## src/rtl/cpu_mbox_pkg.sv

```systemverilog
// Package: cpu_mbox_pkg
// Shared bit positions and sizes for the mailbox command/status register.
// Assumes a flag count of six; write and read views share these positions.
package cpu_mbox_pkg;
    localparam int unsigned NFLAG      = 6;
    localparam int unsigned BIT_RXBUF  = 0;
    localparam int unsigned BIT_TXBUF1 = 1;
    localparam int unsigned BIT_TXBUF2 = 2;
    localparam int unsigned BIT_TXFIFO = 3;
    localparam int unsigned BIT_RXFIFO = 4;
    localparam int unsigned BIT_AUX    = 5;  // write: realign, read: tx end of frame
endpackage

```

## src/rtl/mbox_decode.sv

```systemverilog
// Module: mbox_decode
// Qualifies the register port access: an access counts only when the register
// is active and the address matches. Purely combinational.
module mbox_decode #(
    parameter int unsigned ADDR_W   = 4,
    parameter int unsigned CSR_ADDR = 4
) (
    input  logic              csr_active,
    input  logic [ADDR_W-1:0] reg_addr,
    input  logic              reg_wr,
    input  logic              reg_rd,
    output logic              wr_hit,
    output logic              rd_hit
);
    localparam logic [ADDR_W-1:0] CSR_A = ADDR_W'(CSR_ADDR);

    logic sel;

    // Address and mode qualification shared by reads and writes.
    always_comb begin
        sel    = csr_active && (reg_addr == CSR_A);
        wr_hit = sel && reg_wr;
        rd_hit = sel && reg_rd;
    end
endmodule

```

## src/rtl/mbox_strobe_gen.sv

```systemverilog
// Module: mbox_strobe_gen
// Turns the written 1-bits into one-cycle completion pulses toward the core.
// Assumes wr_hit is already qualified; the reserved write bits are dropped here.
module mbox_strobe_gen #(
    parameter int unsigned DATA_W = 8,
    parameter int unsigned NFLAG  = 6
) (
    input  logic              clk,
    input  logic              rst_n,
    input  logic              wr_hit,
    input  logic [DATA_W-1:0] wdata,
    output logic [NFLAG-1:0]  wr_req,
    output logic [NFLAG-1:0]  strobe
);
    logic [DATA_W-NFLAG-1:0] rsvd_unused;

    // Reserved write bits carry no meaning.
    assign rsvd_unused = wdata[DATA_W-1:NFLAG];

    // Same-cycle request vector used by the flag bank.
    always_comb begin
        wr_req = wr_hit ? wdata[NFLAG-1:0] : '0;
    end

    // Register the requests as self-clearing pulses.
    always_ff @(posedge clk) begin
        if (!rst_n) strobe <= '0;
        else        strobe <= wr_req;
    end

    // with no new write, any pulse drops on the following edge.
    p_self_clear_r3: assert property (@(posedge clk) disable iff (!rst_n)
        (strobe != '0) && !wr_hit |=> strobe == '0);
endmodule

```

## src/rtl/mbox_flag_bank.sv

```systemverilog
// Module: mbox_flag_bank
// Holds the hardware-owned ready flags. A flag is set by its core input and
// cleared by the matching write request; set has priority. The end-of-frame
// flag is cleared by the transmit-FIFO receive-done request.
module mbox_flag_bank #(
    parameter int unsigned NFLAG = 6
) (
    input  logic             clk,
    input  logic             rst_n,
    input  logic [NFLAG-1:0] wr_req,
    input  logic [NFLAG-1:0] set_in,
    output logic [NFLAG-1:0] flags
);
    import cpu_mbox_pkg::*;

    logic [NFLAG-1:0] clr;

    generate
        for (genvar i = 0; i < NFLAG; i++) begin : g_flag
            if (i == BIT_AUX) begin : g_eof
                // End-of-frame flag consumed by the frame-done request.
                assign clr[i] = wr_req[BIT_TXFIFO];
            end else begin : g_std
                // Ordinary flag cleared by its own done request.
                assign clr[i] = wr_req[i];
            end

            // Flag register with set-over-clear priority.
            always_ff @(posedge clk) begin
                if (!rst_n)         flags[i] <= 1'b0;
                else if (set_in[i]) flags[i] <= 1'b1;
                else if (clr[i])    flags[i] <= 1'b0;
            end

            // a set input always leaves the flag set.
            p_set_wins_r7: assert property (@(posedge clk) disable iff (!rst_n)
                set_in[i] |=> flags[i]);
        end
    endgenerate
endmodule

```

## src/rtl/mbox_rdback.sv

```systemverilog
// Module: mbox_rdback
// Registered read path: one cycle after a qualified read it shows the flags;
// otherwise it returns zero. Reads have no side effects.
module mbox_rdback #(
    parameter int unsigned DATA_W = 8,
    parameter int unsigned NFLAG  = 6
) (
    input  logic              clk,
    input  logic              rst_n,
    input  logic              rd_hit,
    input  logic [NFLAG-1:0]  flags,
    output logic [DATA_W-1:0] rdata
);
    // Capture the flags on a read, zero otherwise.
    always_ff @(posedge clk) begin
        if (!rst_n)      rdata <= '0;
        else if (rd_hit) rdata <= DATA_W'(flags);
        else             rdata <= '0;
    end

    // reserved read bits stay zero.
    p_rsvd_zero_r8: assert property (@(posedge clk) disable iff (!rst_n)
        rdata[DATA_W-1:NFLAG] == '0);
endmodule

```

## src/rtl/cpu_mbox_csr.sv

```systemverilog
// Module: cpu_mbox_csr
// Host mailbox command/status register: writes issue completion pulses to the
// core, reads return ready flags. Assumes a simple single-cycle register port
// and that csr_active is 0 in host modes where the register does not apply.
module cpu_mbox_csr #(
    parameter int unsigned ADDR_W   = 4,
    parameter int unsigned DATA_W   = 8,
    parameter int unsigned CSR_ADDR = 4
) (
    input  logic              clk,
    input  logic              rst_n,
    input  logic              csr_active,
    input  logic [ADDR_W-1:0] reg_addr,
    input  logic              reg_wr,
    input  logic              reg_rd,
    input  logic [DATA_W-1:0] reg_wdata,
    output logic [DATA_W-1:0] reg_rdata,
    input  logic              rxbuf_set,
    input  logic              txbuf1_set,
    input  logic              txbuf2_set,
    input  logic              txfifo_set,
    input  logic              rxfifo_set,
    input  logic              txeof_set,
    output logic              rxbuf_done,
    output logic              txbuf1_done,
    output logic              txbuf2_done,
    output logic              txfifo_rxdone,
    output logic              rxfifo_last,
    output logic              rxfifo_realign
);
    import cpu_mbox_pkg::*;

    logic             wr_hit, rd_hit;
    logic [NFLAG-1:0] wr_req, strobe, flags, set_in;

    // Gather the core set inputs in bit order.
    assign set_in = {txeof_set, rxfifo_set, txfifo_set, txbuf2_set, txbuf1_set, rxbuf_set};

    mbox_decode #(.ADDR_W(ADDR_W), .CSR_ADDR(CSR_ADDR)) u_dec (
        .csr_active (csr_active),
        .reg_addr   (reg_addr),
        .reg_wr     (reg_wr),
        .reg_rd     (reg_rd),
        .wr_hit     (wr_hit),
        .rd_hit     (rd_hit)
    );

    mbox_strobe_gen #(.DATA_W(DATA_W), .NFLAG(NFLAG)) u_strb (
        .clk    (clk),
        .rst_n  (rst_n),
        .wr_hit (wr_hit),
        .wdata  (reg_wdata),
        .wr_req (wr_req),
        .strobe (strobe)
    );

    mbox_flag_bank #(.NFLAG(NFLAG)) u_flags (
        .clk    (clk),
        .rst_n  (rst_n),
        .wr_req (wr_req),
        .set_in (set_in),
        .flags  (flags)
    );

    mbox_rdback #(.DATA_W(DATA_W), .NFLAG(NFLAG)) u_rd (
        .clk   (clk),
        .rst_n (rst_n),
        .rd_hit(rd_hit),
        .flags (flags),
        .rdata (reg_rdata)
    );

    // Fan the pulse vector out to the named core outputs.
    assign rxbuf_done     = strobe[BIT_RXBUF];
    assign txbuf1_done    = strobe[BIT_TXBUF1];
    assign txbuf2_done    = strobe[BIT_TXBUF2];
    assign txfifo_rxdone  = strobe[BIT_TXFIFO];
    assign rxfifo_last    = strobe[BIT_RXFIFO];
    assign rxfifo_realign = strobe[BIT_AUX];

    // while inactive, nothing leaves the block on the next cycle.
    p_inactive_quiet_r10: assert property (@(posedge clk) disable iff (!rst_n)
        !csr_active |=> (strobe == '0) && (reg_rdata == '0));

    // a done pulse coincides with its flag being clear unless set won.
    generate
        for (genvar i = 0; i < BIT_AUX; i++) begin : g_chk
            p_done_clears_r6: assert property (@(posedge clk) disable iff (!rst_n)
                strobe[i] && !$past(set_in[i]) |-> !flags[i]);
        end
    endgenerate
endmodule

```

## config.mk

```make
export PLATFORM = sky130hd
export DESIGN_NAME = cpu_mbox_csr
export DESIGN_NICKNAME = d
export VERILOG_FILES = /design/src/rtl/cpu_mbox_pkg.sv /design/src/rtl/mbox_decode.sv /design/src/rtl/mbox_strobe_gen.sv /design/src/rtl/mbox_flag_bank.sv /design/src/rtl/mbox_rdback.sv /design/src/rtl/cpu_mbox_csr.sv
export SDC_FILE = /design/constraint.sdc
export NUM_CORES = 1
export LEC_CHECK = 0
export BUFFER_PORTS_ARGS = -buffer_cell sky130_fd_sc_hd__buf_2
export CELL_PAD_IN_SITES_DETAIL_PLACEMENT = 1
export CELL_PAD_IN_SITES_GLOBAL_PLACEMENT = 1
export CORE_UTILIZATION = 32
export CTS_BUF_LIST = sky130_fd_sc_hd__clkbuf_4
export CTS_CLUSTER_DIAMETER = 120
export DETAILED_ROUTE_END_ITERATION = 8
export PLACE_DENSITY_LB_ADDON = 0.1
export SYNTH_ARGS = -nofsm -noshare
export SYNTH_HDL_FRONTEND = slang
export SYNTH_HIERARCHICAL = 1
export SYNTH_SLANG_ARGS = --single-unit
```

## constraint.sdc

```tcl
create_clock -name clk -period 1.6 [get_ports clk]
set_clock_uncertainty 0.15 [all_clocks]
set_input_delay 0.24 -clock clk [delete_from_list [all_inputs] [get_ports clk]]
set_output_delay 0.24 -clock clk [all_outputs]
set_load 0.01 [all_outputs]
```

Word level (Yosys, flattened, before mapping)
Index checks and enable logic that the tools add are counted.

Shift-type cells: 0. $mul: 0. $add $sub $neg: 0. Bitwise operators: 0. $lt $le $gt $ge: 0. Reductions and logical operators: 11. Mux-type cells: 12. Eq/ne operators: 1. Div/mod/pow operators: 0.

Operators by type and width (count): 2-bit nonzero test (6); 1-bit 2-to-1 mux (11); 5-bit 2-to-1 mux (1); 4-bit by 3-bit == test with 1-bit output (second input constant) (1); 2-bit AND reduction (2); 1-bit logical AND (3).

Output and inout port bits: 14. Input bits: 23. Bits in latches: 0. Memories: 0. Bits in read-only memories: 0. Logic and storage cells: 34. Flip-flop bits (word level): 20. RAM bits: 0.

Logic depth before layout (Yosys ltp)
Gate-level depths: netlist of the first run.

Depth after elaboration: 6. Depth in mapped cells: 6. Depth with buffers taken out: 5.

By module
Netlist of the first run, hierarchy kept.

By module, submodules not included: mbox_flag_bank (times used 1, area each 232.7 um^2, cells each 18); mbox_strobe_gen (times used 1, area each 216.5 um^2, cells each 19); mbox_rdback (times used 1, area each 176.4 um^2, cells each 15); mbox_decode (times used 1, area each 33.8 um^2, cells each 5).

Worst setup path after synthesis of the first run
No wires, ideal clock.

Path kind: input to register. From: input port reg_addr[3]. To: register u_flags.flags[0]. Setup time: 0.115 ns. Setup slack: 0.124 ns. Cell stages on the path: 6. Arrival time: 1.211 ns. Cells stage by stage: nand2b_4 nor4_1 buf_6 and2_2 nor2b_4 o21a_1.

Word-level cells in the longest chain between the ends: 5.

RTL lines: from (decl) (line cpu_mbox_csr.sv:13) `input logic [ADDR_W-1:0] reg_addr,`; 4-bit by 3-bit == test with 1-bit output (line mbox_decode.sv:21) `sel = csr_active && (reg_addr == CSR_A);`; 1-bit logical AND (line mbox_decode.sv:21); 1-bit logical AND (line mbox_decode.sv:22) `wr_hit = sel && reg_wr;`; via wr_hit (line cpu_mbox_csr.sv:33) `logic wr_hit, rd_hit;`; 5-bit 2-to-1 mux (line mbox_strobe_gen.sv:22) `wr_req = wr_hit ? wdata[NFLAG-1:0] : '0;`; via wr_req[0] (line cpu_mbox_csr.sv:34) `logic [NFLAG-1:0] wr_req, strobe, flags, set_in;`; 2-bit nonzero test (no line); to (signal, indexed assignment) (line mbox_flag_bank.sv:30) `if (!rst_n) flags[i] <= 1'b0;`; to (signal, indexed assignment) (line mbox_flag_bank.sv:31) `else if (set_in[i]) flags[i] <= 1'b1;`; to (signal, indexed assignment) (line mbox_flag_bank.sv:32) `else if (clr[i]) flags[i] <= 1'b0;`; to (decl) (line mbox_flag_bank.sv:12) `output logic [NFLAG-1:0] flags`.

The timed path passes the listed nets, and every way through them passes these cells. A chain may end at the register's enable or synchronous reset.

Worst setup path after layout of the first run
Ends and elaborated chain as after synthesis.

==> results of run 1 <==
[routing by layer]
metal | global-route usage [%] | wire length (µm) | vias to the layer above | part of all wire (%)
li1 | - | - | 257 | -
met1 | 14.66 | 464 | 242 | 37
met2 | 25.28 | 689 | 18 | 55
met3 | 3.846 | 77 | 2 | 6.2
met4 | 11.43 | 12 | 0 | 0.97
met5 | 0 | 0 | - | 0
[critical path, delay by kind of cell]
| kind | cells | cell delay (ns) |
|---|---|---|
| AO/OA/AOI/OAI | 1 | 0.15 |
| AND/OR/NAND/NOR | 4 | 0.57 |
| buffers and inverters | 2 | 0.31 |
[placed cells by master (no fill, tap or decap), types with 3 or more instances in the layout]
cell and count:
buf_2 32, dfxtp_1 18, and3_1 10, o21a_1 6, and2_2 5, nor2b_4 4, clkbuf_4 3
[state kept, by name, summed over array words and instances (netlist names)]
| signal | count |
|---|---|
| u_rd/rdata | 6 |
| u_flags/flags | 6 |
| u_strb/strobe | 6 |
[layout make-up]
cell class	instances	area, µm²
clock buffer	3	22.52
fill	232	962.2
multi-input combinational	36	269.0
sequential	18	360.3
tap	25	31.28
timing repair buffer	34	175.2
[final timing paths]
check | start | endpoint | slack (ns) | cells after the start
worst max-delay path | reg_addr[3] | u_flags/flags[0]$_SDFFE_PN0P_ | 0.37 | 7
worst min-delay path | rxbuf_set | u_flags/flags[0]$_SDFFE_PN0P_ | 0.01 | 2
worst max register to register | u_flags/flags[5]$_SDFFE_PN0P_ | u_flags/flags[5]$_SDFFE_PN0P_ | 0.76 | 2
worst min register to register | u_flags/flags[3]$_SDFFE_PN0P_ | u_rd/rdata[3]$_SDFF_PN0_ | 0.35 | 1
[power by group through the flow]
stage               combinational [mW]  clock (mW)  sequential [mW]
floorplan                       0.0336           0            0.474
global placement                0.0633           0            0.474
detailed placement              0.0655           0            0.474
CTS                             0.0658       0.226            0.464
global route                    0.0719       0.240            0.466
finish                          0.0649       0.213            0.464
[metrics by stage]
step                setup slack [ns]  hold WS (ns)  std cells  total power, mW  utilization, %
detailed placement           0.03222        0.3048        113           0.5398           45.91
floorplan                     0.1273        0.2075         57           0.5072               -
global route                  0.3060      0.001035        116           0.7779           47.15
CTS                           0.3639      0.001150        116           0.7563           47.15
finish                        0.3671       0.01034        116           0.7420           47.15
global placement             0.08414        0.2985        113           0.5372           45.91
==> impl_metrics.yaml, run 1 <==
die:
  ioPinCount: 37
  num_rows: 15
  die_h_um: 47.14
  coreArea_mm2: 0.001821
  start_util_pct: 35.81
  dieWidth_um: 47.14
  die_area_mm2: 0.002222
status:
  status: "complete, no violations"
global_route:
  grt_pass1_vias: 513
  grt_usage_pct: 14.55
  grt_pass1_wl_mm: 2.125
  gr-total-overflow: 0
  grt_antenna_before_repair: 0
  grt_max_degree: 19
critical_path:
  cp_slowest_cell: "nor4_1"
  cpPeakStageDelay_ns: 0.22
  crit_type: "in2reg"
  end_kind: "flop"
  cp-start-kind: "input pin"
  arrival_ns: 1.27
  crit_fanout: 11
  cp.required_ns: 1.64
  crit_chain: "buf_2 -> nand2b_4 -> nor4_1 -> buf_4 -> and2_2 -> nor2b_4 -> o21a_1"
layout:
  final_area_um2: 858.3
  nets: 116
  area_delta_synth_final_pct: 31.67
  diodes: 0
  drive_above_1_share_pct: 53.85
placed_design:
  dp_hpwl_um: 946.9
  place_congestion: 0.7018
  placed_area_um2: 835.8
  port_buffers: 32
pwr:
  p_switching_mw: 0.1557
  powerDensity_mw_per_mm2: 864.5
  peakVddDrop_mv: 0.3420
  pwr-share-clk_pct: 28.8
  combPwrFrac_pct: 8.7
  swShare_pct: 20.99
  p_int_mw: 0.5863
  power_frac_seq_pct: 62.5
  p_leak_nw: 0.4750
timing:
  fmax_mhz: 811.1
  rsz0062_at_grt: "no"
  totalNegativeSetupSlack_ns: 0
  maxSlewViolCount: 0
  min_period_over_period_pct: 77.06
  post-route-min-period_ns: 1.233
  hold_viol: 0
  setup_viol: 0
clock_tree:
  clk_pin_slew_worst_paths_ns: 0.10
  cts_setup_buffers: 0
  clkSinkCount: 18
  cts-root-buf: "clkbuf_4"
  numCtsBuffers: 3
  cts-hold-fix-buffers: 0
  cts_tree: "yes"
  cts_resized: 0
  clock_path_buffers: 2
  h-tree-depth: 1
  clkLatencyLatePin_ns: 0.28
route:
  first_pass_iters: 2
  routed-via-count: 519
  drt_wl_total_mm: 1.243
  first_iter_violations: 1
  drc: 0
  wl_per_cell_um: 10.72
  drt-vias-per-instance: 4.474
  postRouteAntennaNets: 0
synthesis:
  synth.cell_area_um2: 651.9
  avgSynthCellArea_um2: 11.64
  synthCells: 56
  ys_warn_count: 6
worst_hold_path:
  hold_class: "in2reg"
job:
  maxCapViolations: 0
Power figures use the tool's default switching activity.
==> run 2, diff against run 1 <==
--- a/config.mk
+++ b/config.mk
@@ -5,10 +5,11 @@
 export SDC_FILE = /design/constraint.sdc
 export NUM_CORES = 1
 export LEC_CHECK = 0
+export ABC_AREA = 1
 export BUFFER_PORTS_ARGS = -buffer_cell sky130_fd_sc_hd__buf_2
 export CELL_PAD_IN_SITES_DETAIL_PLACEMENT = 1
 export CELL_PAD_IN_SITES_GLOBAL_PLACEMENT = 1
-export CORE_UTILIZATION = 32
+export CORE_UTILIZATION = 26
 export CTS_BUF_LIST = sky130_fd_sc_hd__clkbuf_4
 export CTS_CLUSTER_DIAMETER = 120
 export DETAILED_ROUTE_END_ITERATION = 8
==> constraint.sdc (replaced) <==
create_clock -name clk -period 1.06 [get_ports clk]
set_clock_uncertainty 0.15 [all_clocks]
set_input_delay 0.159 -clock clk [delete_from_list [all_inputs] [get_ports clk]]
set_output_delay 0.159 -clock clk [all_outputs]
set_load 0.01 [all_outputs]
==> run 2 against run 1 <==
Non-clock buffer count increased by 10. Hold slack improved by 0.045 ns. Sequential share of layout area fell by 5.3 points.
==> impl_metrics.yaml, run 2 <==
die:
  die_h_um: 51.25
  die_area_mm2: 0.002627
  coreArea_mm2: 0.002255
  start_util_pct: 27.97
  num_rows: 17
  ioPinCount: 37
  dieWidth_um: 51.25
route:
  met1_length_um: 653
  routed-via-count: 612
  wl_per_cell_um: 9.541
  drt_wl_total_mm: 1.517
  first_iter_violations: 4
  drt-vias-per-instance: 3.849
  first_pass_iters: 3
  routed-wl-met2_um: 773
  wl_met3_um: 80
  postRouteAntennaNets: 0
  top_layer: "met4"
  drc: 0
critical_path:
  cpPeakStageDelay_ns: 0.32
  ff2ff_setup_slack_ns: 0.33
  cp_slowest_cell: "dfxtp_1"
  cp.required_ns: 0.75
  arrival_ns: 0.73
  path_buf_inv: 1
  crit_type: "reg2out"
  cp-start-kind: "flop"
  end_kind: "primary output"
  crit_chain: "buf_2"
  cp_top_family: "flip-flops"
  crit_fanout: 1
layout:
  final_area_um2: 988.4
  area_delta_synth_final_pct: 56.75
  diodes: 0
  drive_above_1_share_pct: 37.40
  nets: 156
  fillerInstances: 300
  utilization_pct: 43.84
  final_common_cell: "buf_2"
  reg_top3: "u_flags/flags (6), u_rd/rdata (6), u_strb/strobe (6)"
  final_cell_mix: "buf_2, inv_1, dfxtp_1"
timing:
  fmax_mhz: 966.0
  setup_viol: 0
  post-route-min-period_ns: 1.035
  maxSlewViolCount: 0
  hold_viol: 0
  min_period_over_period_pct: 97.66
  rsz0062_at_grt: "yes"
clock_tree:
  h-tree-depth: 1
  cts_tree: "yes"
  cts-root-buf: "clkbuf_4"
  numCtsBuffers: 3
  clkLatencyLatePin_ns: 0.28
  clk_pin_slew_worst_paths_ns: 0.10
  clkSinkCount: 18
  clock_path_buffers: 2
global_route:
  grt_max_degree: 10
  grt_pass1_wl_mm: 2.456
  grt_antenna_before_repair: 0
  grt_pass1_vias: 619
  gr-total-overflow: 0
  grt_usage_pct: 12.99
pwr:
  powerDensity_mw_per_mm2: 1152
  peakVddDrop_mv: 0.9239
  p_switching_mw: 0.2500
  power_frac_seq_pct: 61.6
  p_leak_nw: 0.5692
  combPwrFrac_pct: 10.2
  p_int_mw: 0.8889
  pwr-share-clk_pct: 28.1
  swShare_pct: 21.95
  power_mw: 1.139
synthesis:
  synthCells: 85
  ys_warn_count: 6
  avgSynthCellArea_um2: 7.419
  synth.cell_area_um2: 630.6
placed_design:
  dp_hpwl_mm: 1.107
  place_congestion: 0.7910
  placed_area_um2: 847.1
  port_buffers: 32
job:
  maxCapViolations: 0
status:
  status: "complete, no violations"
worst_hold_path:
  hold_class: "in2reg"
[run 2: per-layer routing]
metal / up-vias / GRT usage (%)
met5: - / 0
met1: 271 / 14.10
li1: 322 / -
met3: 2 / 5.357
met4: 0 / 2.703
met2: 17 / 23.46
[run 2: path summary, 6_finish.rpt]
kind / from / endpoint / cells after the start
hold reg to reg: u_flags/flags[1]$_SDFFE_PN0P_ / u_rd/rdata[1]$_SDFF_PN0_ / 2
setup reg to reg: u_flags/flags[0]$_SDFFE_PN0P_ / u_flags/flags[0]$_SDFFE_PN0P_ / 2
setup / recovery: u_rd/rdata[2]$_SDFF_PN0_ / reg_rdata[2] / 1
hold / removal: reg_wdata[2] / u_strb/strobe[2]$_SDFF_PN0_ / 4
[run 2: layout make-up]
class	count	area [µm²]	share of cell area [%]
Clock buffer	3	22.52	2.278
Multi-Input combinational cell	38	177.7	17.97
Timing Repair Buffer	44	285.3	28.86
Tap cell	28	35.03	3.544
Inverter	28	105.1	10.63
Sequential cell	18	362.8	36.71
[run 2: what timing repair did]
| item | in CTS | in global routing |
|---|---|---|
| endpoints found under the setup margin | 0 | 15 |
| buffers inserted | 0 | 1 |
| endpoints found under the hold margin | 8 | 0 |
| gates resized for setup | 0 | 10 |
| hold buffers | 8 | 0 |
[run 2: worst register-to-register path, stage by stage, from the launching register on]
cell and delay, ns:
dfxtp_1 0.35, nand2_1 0.06, a21oi_1 0.12
[run 2: stage by stage]
stage / setup TNS [ns] / instances / worst slack [ns] / hold WS [ns]
2_1_floorplan: 0 / 86 / 0.01304 / 0.1296
4_1_cts: 0 / 159 / 0.001978 / 0.05563
6_report: 0 / 159 / 0.02478 / 0.05535
3_5_place_dp: -2.020 / 148 / -0.2481 / 0.2413
5_1_grt: -0.03176 / 159 / -0.008193 / 0.06170
3_3_place_gp: -1.612 / 148 / -0.1968 / 0.2513
[run 2: power groups by stage]
stage	clock [mW]	combinational (mW)	sequential, mW
global placement	0	0.0866	0.717
global route	0.357	0.133	0.705
CTS	0.338	0.112	0.703
detailed placement	0	0.0890	0.718
finish	0.320	0.117	0.702
floorplan	0	0.0444	0.716
